[config.mk]
export PLATFORM = sky130hd
export DESIGN_NAME = slp_clkgate_ctrl
export DESIGN_NICKNAME = d
export VERILOG_FILES = /design/src/rtl/slp_pkg.sv /design/src/rtl/slp_wake_qual.sv /design/src/rtl/slp_stup_timer.sv /design/src/rtl/slp_clkgate_ctrl.sv
export SDC_FILE = /design/constraint.sdc
export NUM_CORES = 1
export LEC_CHECK = 0
export BUFFER_PORTS_ARGS = -buffer_cell sky130_fd_sc_hd__clkbuf_2
export CELL_PAD_IN_SITES_DETAIL_PLACEMENT = 0
export CELL_PAD_IN_SITES_GLOBAL_PLACEMENT = 1
export CORE_UTILIZATION = 30
export CTS_CLUSTER_DIAMETER = 30
export CTS_CLUSTER_SIZE = 20
export DETAILED_ROUTE_END_ITERATION = 12
export PLACE_DENSITY = 0.71
export SLEW_MARGIN = 20
export SYNTH_ARGS = -nofsm -noshare
export SYNTH_HDL_FRONTEND = slang
export SYNTH_SLANG_ARGS = --single-unit
[constraint.sdc]
create_clock -name clk -period 5.01 [get_ports clk]
set_input_delay 0.2505 -clock clk [delete_from_list [all_inputs] [get_ports clk]]
set_output_delay 0.2505 -clock clk [all_outputs]
set_load 0.01 [all_outputs]
[src/rtl/slp_pkg.sv]
package slp_pkg;

    typedef enum logic [2:0] {
        ST_RUN   = 3'd0,
        ST_IDLE  = 3'd1,
        ST_QUIET = 3'd2,
        ST_DEEP  = 3'd3,
        ST_WARM  = 3'd4
    } slp_state_e;

    localparam logic [2:0] MODE_QUIET = 3'b001;
    localparam logic [2:0] MODE_DEEP  = 3'b010;

    typedef struct packed {
        logic cpu;
        logic flash;
        logic io;
        logic tmr;
        logic frc;
        logic xclk;
        logic vmon;
        logic bod;
    } clk_en_t;

endpackage

[src/rtl/slp_wake_qual.sv]
module slp_wake_qual #(
    parameter int N_TEVT = 6,
    parameter int N_EXT  = 2
) (
    input  logic [N_TEVT-1:0] tmr_evt,
    input  logic [N_TEVT-1:0] tmr_ie,
    input  logic              gie,
    input  logic [N_EXT-1:0]  ext_irq,
    input  logic [N_EXT-1:0]  ext_lvl,
    input  logic              pcint_req,
    input  logic              rxstart_req,
    input  logic              wdt_rst_req,
    input  logic              xrst_req,
    input  logic              misc_irq,
    output logic              wake_idle,
    output logic              wake_quiet,
    output logic              wake_deep
);

    logic [N_EXT-1:0] ext_level_hit;
    logic             tmr_hit;
    logic             reset_hit;

    for (genvar g = 0; g < N_EXT; g++) begin : g_ext
        assign ext_level_hit[g] = ext_irq[g] & ext_lvl[g];
    end

    assign tmr_hit   = gie & (|(tmr_evt & tmr_ie));
    assign reset_hit = wdt_rst_req | xrst_req;

    assign wake_quiet = tmr_hit;
    assign wake_deep  = (|ext_level_hit) | pcint_req | rxstart_req | reset_hit;
    assign wake_idle  = tmr_hit | (|ext_irq) | pcint_req | rxstart_req
                      | reset_hit | misc_irq;

endmodule

[src/rtl/slp_stup_timer.sv]
module slp_stup_timer #(
    parameter int DLY_SUT0 = 4,
    parameter int DLY_SUT1 = 64,
    parameter int DLY_SUT2 = 512,
    parameter int DLY_SUT3 = 4096
) (
    input  logic       clk,
    input  logic       rst_n,
    input  logic       start,
    input  logic       run,
    input  logic       tick,
    input  logic [1:0] sel,
    output logic       done
);

    localparam int CNT_W = $clog2(DLY_SUT3 + 1);

    logic [CNT_W-1:0] cnt;
    logic [CNT_W-1:0] target;
    logic [1:0]       sel_q;

    always_comb begin
        unique case (sel_q)
            2'd0:    target = CNT_W'(DLY_SUT0);
            2'd1:    target = CNT_W'(DLY_SUT1);
            2'd2:    target = CNT_W'(DLY_SUT2);
            default: target = CNT_W'(DLY_SUT3);
        endcase
    end

    assign done = (cnt == target);

    always_ff @(posedge clk or negedge rst_n) begin
        if (!rst_n) begin
            cnt   <= '0;
            sel_q <= 2'd0;
        end else if (start) begin
            cnt   <= '0;
            sel_q <= sel;
        end else if (run && tick && !done) begin
            cnt <= cnt + 1'b1;
        end
    end

    AST_CNT_BOUND: assert property (@(posedge clk) disable iff (!rst_n)
        run |-> (cnt <= target));

endmodule

[src/rtl/slp_clkgate_ctrl.sv]
module slp_clkgate_ctrl
    import slp_pkg::*;
#(
    parameter int N_TEVT   = 6,
    parameter int N_EXT    = 2,
    parameter int DLY_SUT0 = 4,
    parameter int DLY_SUT1 = 64,
    parameter int DLY_SUT2 = 512,
    parameter int DLY_SUT3 = 4096
) (
    input  logic              clk,
    input  logic              rst_n,
    input  logic              sleep_req,
    input  logic              sleep_en,
    input  logic [2:0]        mode_sel,
    input  logic [1:0]        sut_sel,
    input  logic              bod_keep,
    input  logic              ref_tick,
    input  logic [N_TEVT-1:0] tmr_evt,
    input  logic [N_TEVT-1:0] tmr_ie,
    input  logic              gie,
    input  logic [N_EXT-1:0]  ext_irq,
    input  logic [N_EXT-1:0]  ext_lvl,
    input  logic              pcint_req,
    input  logic              rxstart_req,
    input  logic              wdt_rst_req,
    input  logic              xrst_req,
    input  logic              misc_irq,
    output logic              clk_cpu_en,
    output logic              clk_flash_en,
    output logic              clk_io_en,
    output logic              clk_tmr_en,
    output logic              frc_en,
    output logic              xclk_en,
    output logic              vmon_en,
    output logic              bod_en,
    output logic              wake_pulse
);

    slp_state_e state, state_nx;
    clk_en_t    en;
    logic       wake_idle, wake_quiet, wake_deep;
    logic       warm_done;
    logic       deep_wake;
    logic       sleep_go;

    slp_wake_qual #(.N_TEVT(N_TEVT), .N_EXT(N_EXT)) u_qual (
        .tmr_evt     (tmr_evt),
        .tmr_ie      (tmr_ie),
        .gie         (gie),
        .ext_irq     (ext_irq),
        .ext_lvl     (ext_lvl),
        .pcint_req   (pcint_req),
        .rxstart_req (rxstart_req),
        .wdt_rst_req (wdt_rst_req),
        .xrst_req    (xrst_req),
        .misc_irq    (misc_irq),
        .wake_idle   (wake_idle),
        .wake_quiet  (wake_quiet),
        .wake_deep   (wake_deep)
    );

    assign deep_wake = (state == ST_DEEP) && wake_deep;

    slp_stup_timer #(
        .DLY_SUT0(DLY_SUT0), .DLY_SUT1(DLY_SUT1),
        .DLY_SUT2(DLY_SUT2), .DLY_SUT3(DLY_SUT3)
    ) u_stup (
        .clk   (clk),
        .rst_n (rst_n),
        .start (deep_wake),
        .run   (state == ST_WARM),
        .tick  (ref_tick),
        .sel   (sut_sel),
        .done  (warm_done)
    );

    assign sleep_go = sleep_req && sleep_en;

    // next-state logic
    always_comb begin
        state_nx = state;
        unique case (state)
            ST_RUN: begin
                if (sleep_go) begin
                    if (mode_sel == MODE_QUIET)     state_nx = ST_QUIET;
                    else if (mode_sel == MODE_DEEP) state_nx = ST_DEEP;
                    else                            state_nx = ST_IDLE;
                end
            end
            ST_IDLE:  if (wake_idle)  state_nx = ST_RUN;
            ST_QUIET: if (wake_quiet) state_nx = ST_RUN;
            ST_DEEP:  if (wake_deep)  state_nx = ST_WARM;
            ST_WARM:  if (warm_done)  state_nx = ST_RUN;
            default:  state_nx = ST_RUN;
        endcase
    end

    // state register
    always_ff @(posedge clk or negedge rst_n) begin
        if (!rst_n) state <= ST_RUN;
        else        state <= state_nx;
    end

    // wake marker register
    always_ff @(posedge clk or negedge rst_n) begin
        if (!rst_n) wake_pulse <= 1'b0;
        else        wake_pulse <= (state != ST_RUN) && (state_nx == ST_RUN);
    end

    // output decode
    always_comb begin
        en = '1;
        unique case (state)
            ST_RUN:   en = '1;
            ST_IDLE:  en.cpu = 1'b0;
            ST_QUIET: begin
                en.cpu   = 1'b0;
                en.flash = 1'b0;
                en.io    = 1'b0;
            end
            ST_DEEP: begin
                en     = '0;
                en.bod = bod_keep;
            end
            ST_WARM: begin
                en      = '0;
                en.frc  = 1'b1;
                en.xclk = 1'b1;
                en.bod  = bod_keep;
            end
            default:  en = '1;
        endcase
    end

    assign clk_cpu_en   = en.cpu;
    assign clk_flash_en = en.flash;
    assign clk_io_en    = en.io;
    assign clk_tmr_en   = en.tmr;
    assign frc_en       = en.frc;
    assign xclk_en      = en.xclk;
    assign vmon_en      = en.vmon;
    assign bod_en       = en.bod;

    AST_SLEEP_GATES_CPU: assert property (@(posedge clk) disable iff (!rst_n)
        (state == ST_RUN && sleep_req && sleep_en) |=> !clk_cpu_en);
    AST_NO_SLEEP_WITHOUT_EN: assert property (@(posedge clk) disable iff (!rst_n)
        (state == ST_RUN && !sleep_en) |=> clk_cpu_en);
    AST_DEEP_HOLDS: assert property (@(posedge clk) disable iff (!rst_n)
        (state == ST_DEEP && !wake_deep) |=> (state == ST_DEEP && !clk_cpu_en));
    AST_QUIET_FAST_EXIT: assert property (@(posedge clk) disable iff (!rst_n)
        (state == ST_QUIET && wake_quiet) |=> (clk_cpu_en && wake_pulse));
    AST_PULSE_SINGLE: assert property (@(posedge clk) disable iff (!rst_n)
        wake_pulse |=> !wake_pulse);
    AST_PULSE_RUNNING: assert property (@(posedge clk) disable iff (!rst_n)
        wake_pulse |-> (clk_cpu_en && clk_flash_en && clk_io_en));

endmodule

After elaboration in Yosys (flattened, before gate mapping)
Cells that the tools add are included.
W data, S select, Z words.
{"block": "op_classes", "bitwise": 13, "mux": 14, "n_reduce_logical": 16, "n_eq_ne": 9, "addsub": 1}
{"cell": "$pmux W13 S3", "count": 1}
{"cell": "$mux W13", "count": 2}
{"cell": "$mux W3", "count": 5}
{"cell": "$pmux W3 S5", "count": 1}
{"cell": "$add A13 B1 Y13 const B", "count": 1}
{"cell": "$eq A13 B13 Y1", "count": 1}
{"cell": "$pmux W5 S2", "count": 1}
{"cell": "$eq A3 B2 Y1 const B", "count": 3}
{"cell": "$or A1 B1 Y1", "count": 9}
{"cell": "$and A6 B6 Y6", "count": 1}
{"cell": "$eq A3 B1 Y1 const B", "count": 2}
{"cell": "$logic_not A3 Y1", "count": 2}
{"cell": "$mux W2", "count": 3}
{"cell": "$reduce_or A6 Y1", "count": 1}
{"cell": "$logic_and A1 B1 Y1", "count": 5}
{"cell": "$reduce_or A2 Y1", "count": 2}
{"cell": "$reduce_or A4 Y1", "count": 1}
{"cell": "$and A1 B1 Y1", "count": 3}
{"cell": "$eq A3 B3 Y1 const B", "count": 1}
{"cell": "$reduce_bool A3 Y1", "count": 1}
{"cell": "$reduce_or A3 Y1", "count": 1}
{"cell": "$eq A2 B1 Y1 const B", "count": 1}
{"cell": "$eq A2 B2 Y1 const B", "count": 1}
{"cell": "$logic_not A2 Y1", "count": 1}
{"cell": "3 further kinds", "count": 3}
{"block": "word_totals", "elab_cells": 57, "inputBits": 33, "ff_bits": 19}

Longest topological paths before layout
{"block": "depth", "depth_word": 12, "ltp_mapped": 6, "mapped_depth_nobuf": 6}

Modules after synthesis
Synthesis repeated with hierarchy kept, for this count alone.
{"block": "hier_totals", "cells_unflattened": 135, "hier_area_um2": 1282.5}
{"mod": "slp_stup_timer", "cells_each": 92, "area_each_um2": 899.6, "instances": 1}
{"mod": "slp_clkgate_ctrl", "cells_each": 33, "area_each_um2": 315.3, "instances": 1}
{"mod": "slp_wake_qual", "cells_each": 10, "area_each_um2": 67.6, "instances": 1}

Worst setup path after synthesis
No wires, ideal clock.
{"block": "synth_path", "path_kind": "flip-flop to flip-flop", "from": "reg u_stup.sel_q[0]", "to": "reg wake_pulse", "setup_time_ps": 105, "path_buffers": 0, "t_arrival_ps": 1626, "slack_ps": 3279, "stages_incl_launch_ff": 6, "path_cell_list": "dfrtp_1 or3_1 a211oi_1 o311a_1 o21ai_2 nor4b_1"}
{"block": "synth_between", "elab_chain_cells": 7, "elab_cells_between_ends": 9, "classes_between": "3 x eq/ne; 3 x mux; 3 x reduce/logical"}
{"item": "from (decl)", "line_no": "slp_stup_timer.sv:20", "rtl": "logic [1:0] sel_q;"}
{"item": "from (signal assigned)", "line_no": "slp_stup_timer.sv:39", "rtl": "sel_q <= sel;"}
{"item": "$eq A2 B2 Y1, or another cell as far along", "line_no": "slp_stup_timer.sv:23", "rtl": "unique case (sel_q)"}
{"item": "$pmux W13 S3 *", "line_no": "slp_stup_timer.sv:23"}
{"item": "$eq A13 B13 Y1 *", "line_no": "slp_stup_timer.sv:31", "rtl": "assign done = (cnt == target);"}
{"item": "$mux W3 *", "line_no": "slp_clkgate_ctrl.sv:94", "rtl": "ST_WARM: if (warm_done) state_nx = ST_RUN;"}
{"item": "$pmux W3 S5 *", "line_no": "slp_clkgate_ctrl.sv:83", "rtl": "unique case (state)"}
{"item": "via state_nx[2]", "line_no": "slp_clkgate_ctrl.sv:40", "rtl": "slp_state_e state, state_nx;"}
{"item": "$logic_not A3 Y1 *", "line_no": "slp_clkgate_ctrl.sv:108", "rtl": "else wake_pulse <= (state != ST_RUN) && (state_nx == ST_RUN);"}
{"item": "$logic_and A1 B1 Y1 *", "line_no": "slp_clkgate_ctrl.sv:108"}
{"item": "to (signal assigned)", "line_no": "slp_clkgate_ctrl.sv:108"}
{"item": "to (decl)", "line_no": "slp_clkgate_ctrl.sv:37", "rtl": "output logic wake_pulse"}
The timed path passes the listed nets; every way through them passes the cells marked *.
A chain may end at the register's enable or synchronous reset.

Final worst setup path
{"block": "layout_path", "from": "reg state[1]", "to": "out bod_en"}
{"block": "layout_between", "elab_chain_cells": 2, "elab_cells_between_ends": 3, "classes_between": "2 x eq/ne; 1 x mux"}
{"item": "from (decl)", "line_no": "slp_clkgate_ctrl.sv:40"}
{"item": "from (signal assigned)", "line_no": "slp_clkgate_ctrl.sv:102", "rtl": "else state <= state_nx;"}
{"item": "$eq A3 B3 Y1 or $eq A3 B2 Y1 (tied branches)", "line_no": "slp_clkgate_ctrl.sv:114", "rtl": "unique case (state)"}
{"item": "$pmux W5 S2 *", "line_no": "slp_clkgate_ctrl.sv:114"}
{"item": "to (decl)", "line_no": "slp_clkgate_ctrl.sv:36", "rtl": "output logic bod_en,"}
Mark *: on every way between the ends. The rest lies on a longest branch, timed or not.

==> flow_metrics.py <==
metrics = {
    "outcome": {
        "status": "complete, no violations",
    },
    "timing": {
        "clock.fmax_ghz": 0.467,
        "fin_crit_ns": 2.14,
        "tightestPinTransition_ns": 0.705,
        "drv_slew": 0,
        "hold_viol_final": 0,
        "setup_viol": 0,
        "period_share_pct": 42.8,
        "fin_worst_skew_ns": 0.00647,
        "tns_ns": 0,
        "relSlewSlack_pct": 52.9,
        "rsz0062_at_grt": "false",
    },
    "layout": {
        "drive_gt1_share_pct": 31.1,
        "nFillCells": 396,
        "multi_input_area_sq_um": 689,
        "ff_latch_area_sq_um": 475,
        "syn_to_final_growth_pct": 22.4,
        "diodes": 0,
        "nNetsFinal": 216,
        "final_util_pct": 39.6,
    },
    "floorplan": {
        "start_util_pct": 32.4,
        "fp.dieArea_sq_um": 4360,
        "core_area_sq_um": 3800,
        "die_w_microns": 66.0,
        "row_count": 22,
        "ios": 42,
        "die_y_microns": 66.0,
    },
    "pwr": {
        "power_density_nw_per_um2": 297,
        "p_leak_nw": 0.703,
        "power.total_uw": 447,
        "vdd_drop_max_mv": 0.0913,
    },
    "worst_setup_path": {
        "criticalPathCategory": "flip-flop to primary output",
        "start_kind": "flip-flop",
        "r2r_end": "wake_pulse",
        "crit_required_ns": 4.76,
        "critPathCaptureType": "primary output",
        "r2r_slack_ns": 3.09,
        "reg2regPathDepth": 5,
        "cp_num_buf_inv": 1,
        "crit_chain": "nor3b_1 -> nor2_1 -> or2_2 -> clkbuf_2",
        "rr_startpoint": "u_stup.sel_q[0]",
        "slowest_delay_ns": 0.62,
        "arrival_ns": 1.89,
        "crit_fanout": 8,
        "slowest_stage": "nor3b_1",
        "path_delay_family": "simple AND/OR/NAND/NOR gates",
    },
    "yosys": {
        "synth.distinct_cells": 42,
        "ys.flop_type": "dfrtp_1",
        "syn-num-nets": 175,
        "synth-async-reset-ratio_pct": 100,
        "ys_warn_count": 0,
        "ys_ff_latch": 19,
        "synth_edf_count": 0,
        "netlist_instances": 140,
        "seq_area_frac_synth_pct": 38.7,
        "synthesis.area_sq_um": 1230,
        "syn_area_per_cell_sq_um": 8.79,
    },
    "grt": {
        "grt_max_degree": 20,
        "met1_usage_pct": 18.6,
        "antenna_found_initial": 0,
        "busiest_layer": "met2",
        "grt_use_met3_pct": 1.55,
        "grt_usage_pct": 14.3,
        "grt_use_met2_pct": 24.6,
        "grt_pass1_wl_microns": 4770,
        "first_global_vias": 1116,
        "gr-total-overflow": 0,
    },
    "route": {
        "drt_iter0_drc": 96,
        "dr.pass1.iters": 4,
        "avgRoutedWirePerCell_microns": 12.4,
        "viasPerCell": 5.22,
        "wl_microns": 2820,
        "postRouteAntennaNets": 0,
        "drcViolationCount": 0,
        "via_count": 1190,
    },
    "cts": {
        "cts_resized": 0,
        "cts_setup_buffers": 0,
        "cts_sinks": 19,
        "cts_root_buffer": "clkbuf_8",
        "clk_pin_slew_ns": 0.08,
        "cts_made_buffers": 3,
        "clock_latency_ns": 0.26,
        "cts_max_level": 1,
        "cts_max_path_buffers": 2,
        "cts_tree": "done",
    },
    "placement": {
        "dp.final_hpwl_microns": 2230,
        "port_buffers": 41,
        "place.gp.congestion": 0.790,
    },
    "worst_hold_path": {
        "min_path_type": "primary input to flip-flop",
        "whs_endpoint": "u_stup.sel_q[1]",
        "hold_depth": 3,
        "hold_start": "sut_sel[1]",
    },
    "flow_run": {
        "drv_cap": 0,
    },
}
-- layer usage --
metal | up-vias | routed length, microns
met4 | 0 | 40
met1 | 562 | 1250
met2 | 34 | 1400
li1 | 589 | -
met5 | - | 0
met3 | 5 | 133
-- cells in the final DEF (no fill, tap or decap), types with 2 or more instances in the layout --
master	n
nor4_1	4
xnor2_1	3
clkbuf_8	3
a21oi_1	4
nor3_1	4
a22oi_1	3
clkbuf_2	41
o21ai_0	8
dfrtp_1	19
a211oi_1	2
and4b_1	2
nand4_1	3
nor3b_1	2
nor2_1	10
nand2_1	21
nand3b_1	4
ha_1	2
or3_1	3
xor2_1	2
and3_2	2
a211o_1	2
inv_1	5
nand3_1	12
-- flip-flops by register name, summed over array words and instances, names as in the netlist --
register	flops
u_stup.sel_q	2
wake_pulse	1
state	3
u_stup.cnt	13
-- Yosys cell counts (3+ instances only) --
cell | number | share of area, %
nand3b_1 | 4 | 2.4
a21oi_1 | 4 | 1.6
a22oi_1 | 3 | 1.8
xnor2_1 | 3 | 2.1
buf_4 | 3 | 1.8
inv_1 | 5 | 1.5
o21ai_0 | 8 | 3.3
nor2_1 | 10 | 3.1
nor4_1 | 4 | 2.0
nand3_1 | 12 | 4.9
nand2_1 | 21 | 6.4
nand4_1 | 3 | 1.5
or3_1 | 3 | 1.5
dfrtp_1 | 19 | 39
nor3_1 | 4 | 1.6
-- where the power goes --
group | internal, mW | leakage [nW] | total [mW] | switching (mW)
Sequential | 0.176 | 0.257 | 0.203 | 0.0268
Combinational | 0.0618 | 0.421 | 0.135 | 0.0737
Clock | 0.0553 | 0.0255 | 0.108 | 0.0529
-- tightest hold or removal path, delay by kind of cell --
family	cells	cell delay [ns]
buffers and inverters	1	0.08
AND/OR/NAND/NOR	2	0.08
-- cell type report --
cell class	count	area share (%)
Clock buffer	3	2.74
Clock inverter	1	0.333
Inverter	5	1.25
Multi-Input combinational cell	110	45.8
Sequential cell	19	31.6
Tap cell	48	3.99
Timing Repair Buffer	42	14.3
-- cells by family after synthesis --
group                    count (synthesis)  share of synthesized area [%]
AND/OR/NAND/NOR                         78                           35.3
AO/OA/AOI/OAI                           24                           14.3
flip-flops                              19                           38.7
buffers and inverters                   11                           5.29
XOR/XNOR                                 5                           3.56
adder cells (fa/ha/maj)                  2                           2.03
multiplexers                             1                          0.814
-- worst max-delay path by stage --
stage | startpoint | endpoint | slack (ns) | cells after the start
3_3_place_gp | pcint_req | wake_pulse | 3.06 | 6
3_5_place_dp | pcint_req | wake_pulse | 3.02 | 6
4_1_cts | state[1] | bod_en | 2.84 | 4
5_1_grt | state[1] | bod_en | 2.72 | 4
2_1_floorplan | u_stup.sel_q[0] | wake_pulse | 3.28 | 5
6_report | state[1] | bod_en | 2.87 | 4
-- per-stage QoR --
step	setup slack [ns]	std cells	hold WS, ns	instance area [sq um]
floorplan	3.28	140	-0.0451	1230
global placement	3.06	223	0.233	1450
detailed placement	3.02	223	0.238	1450
CTS	2.84	228	0.187	1510
global route	2.72	228	0.208	1510
finish	2.87	228	0.185	1510
-- timing repair --
action	CTS	global route
setup endpoints to repair	0	0
hold endpoints to repair	19	0
hold buffers	1	0
Note: power is estimated with default switching activity, not from simulation.
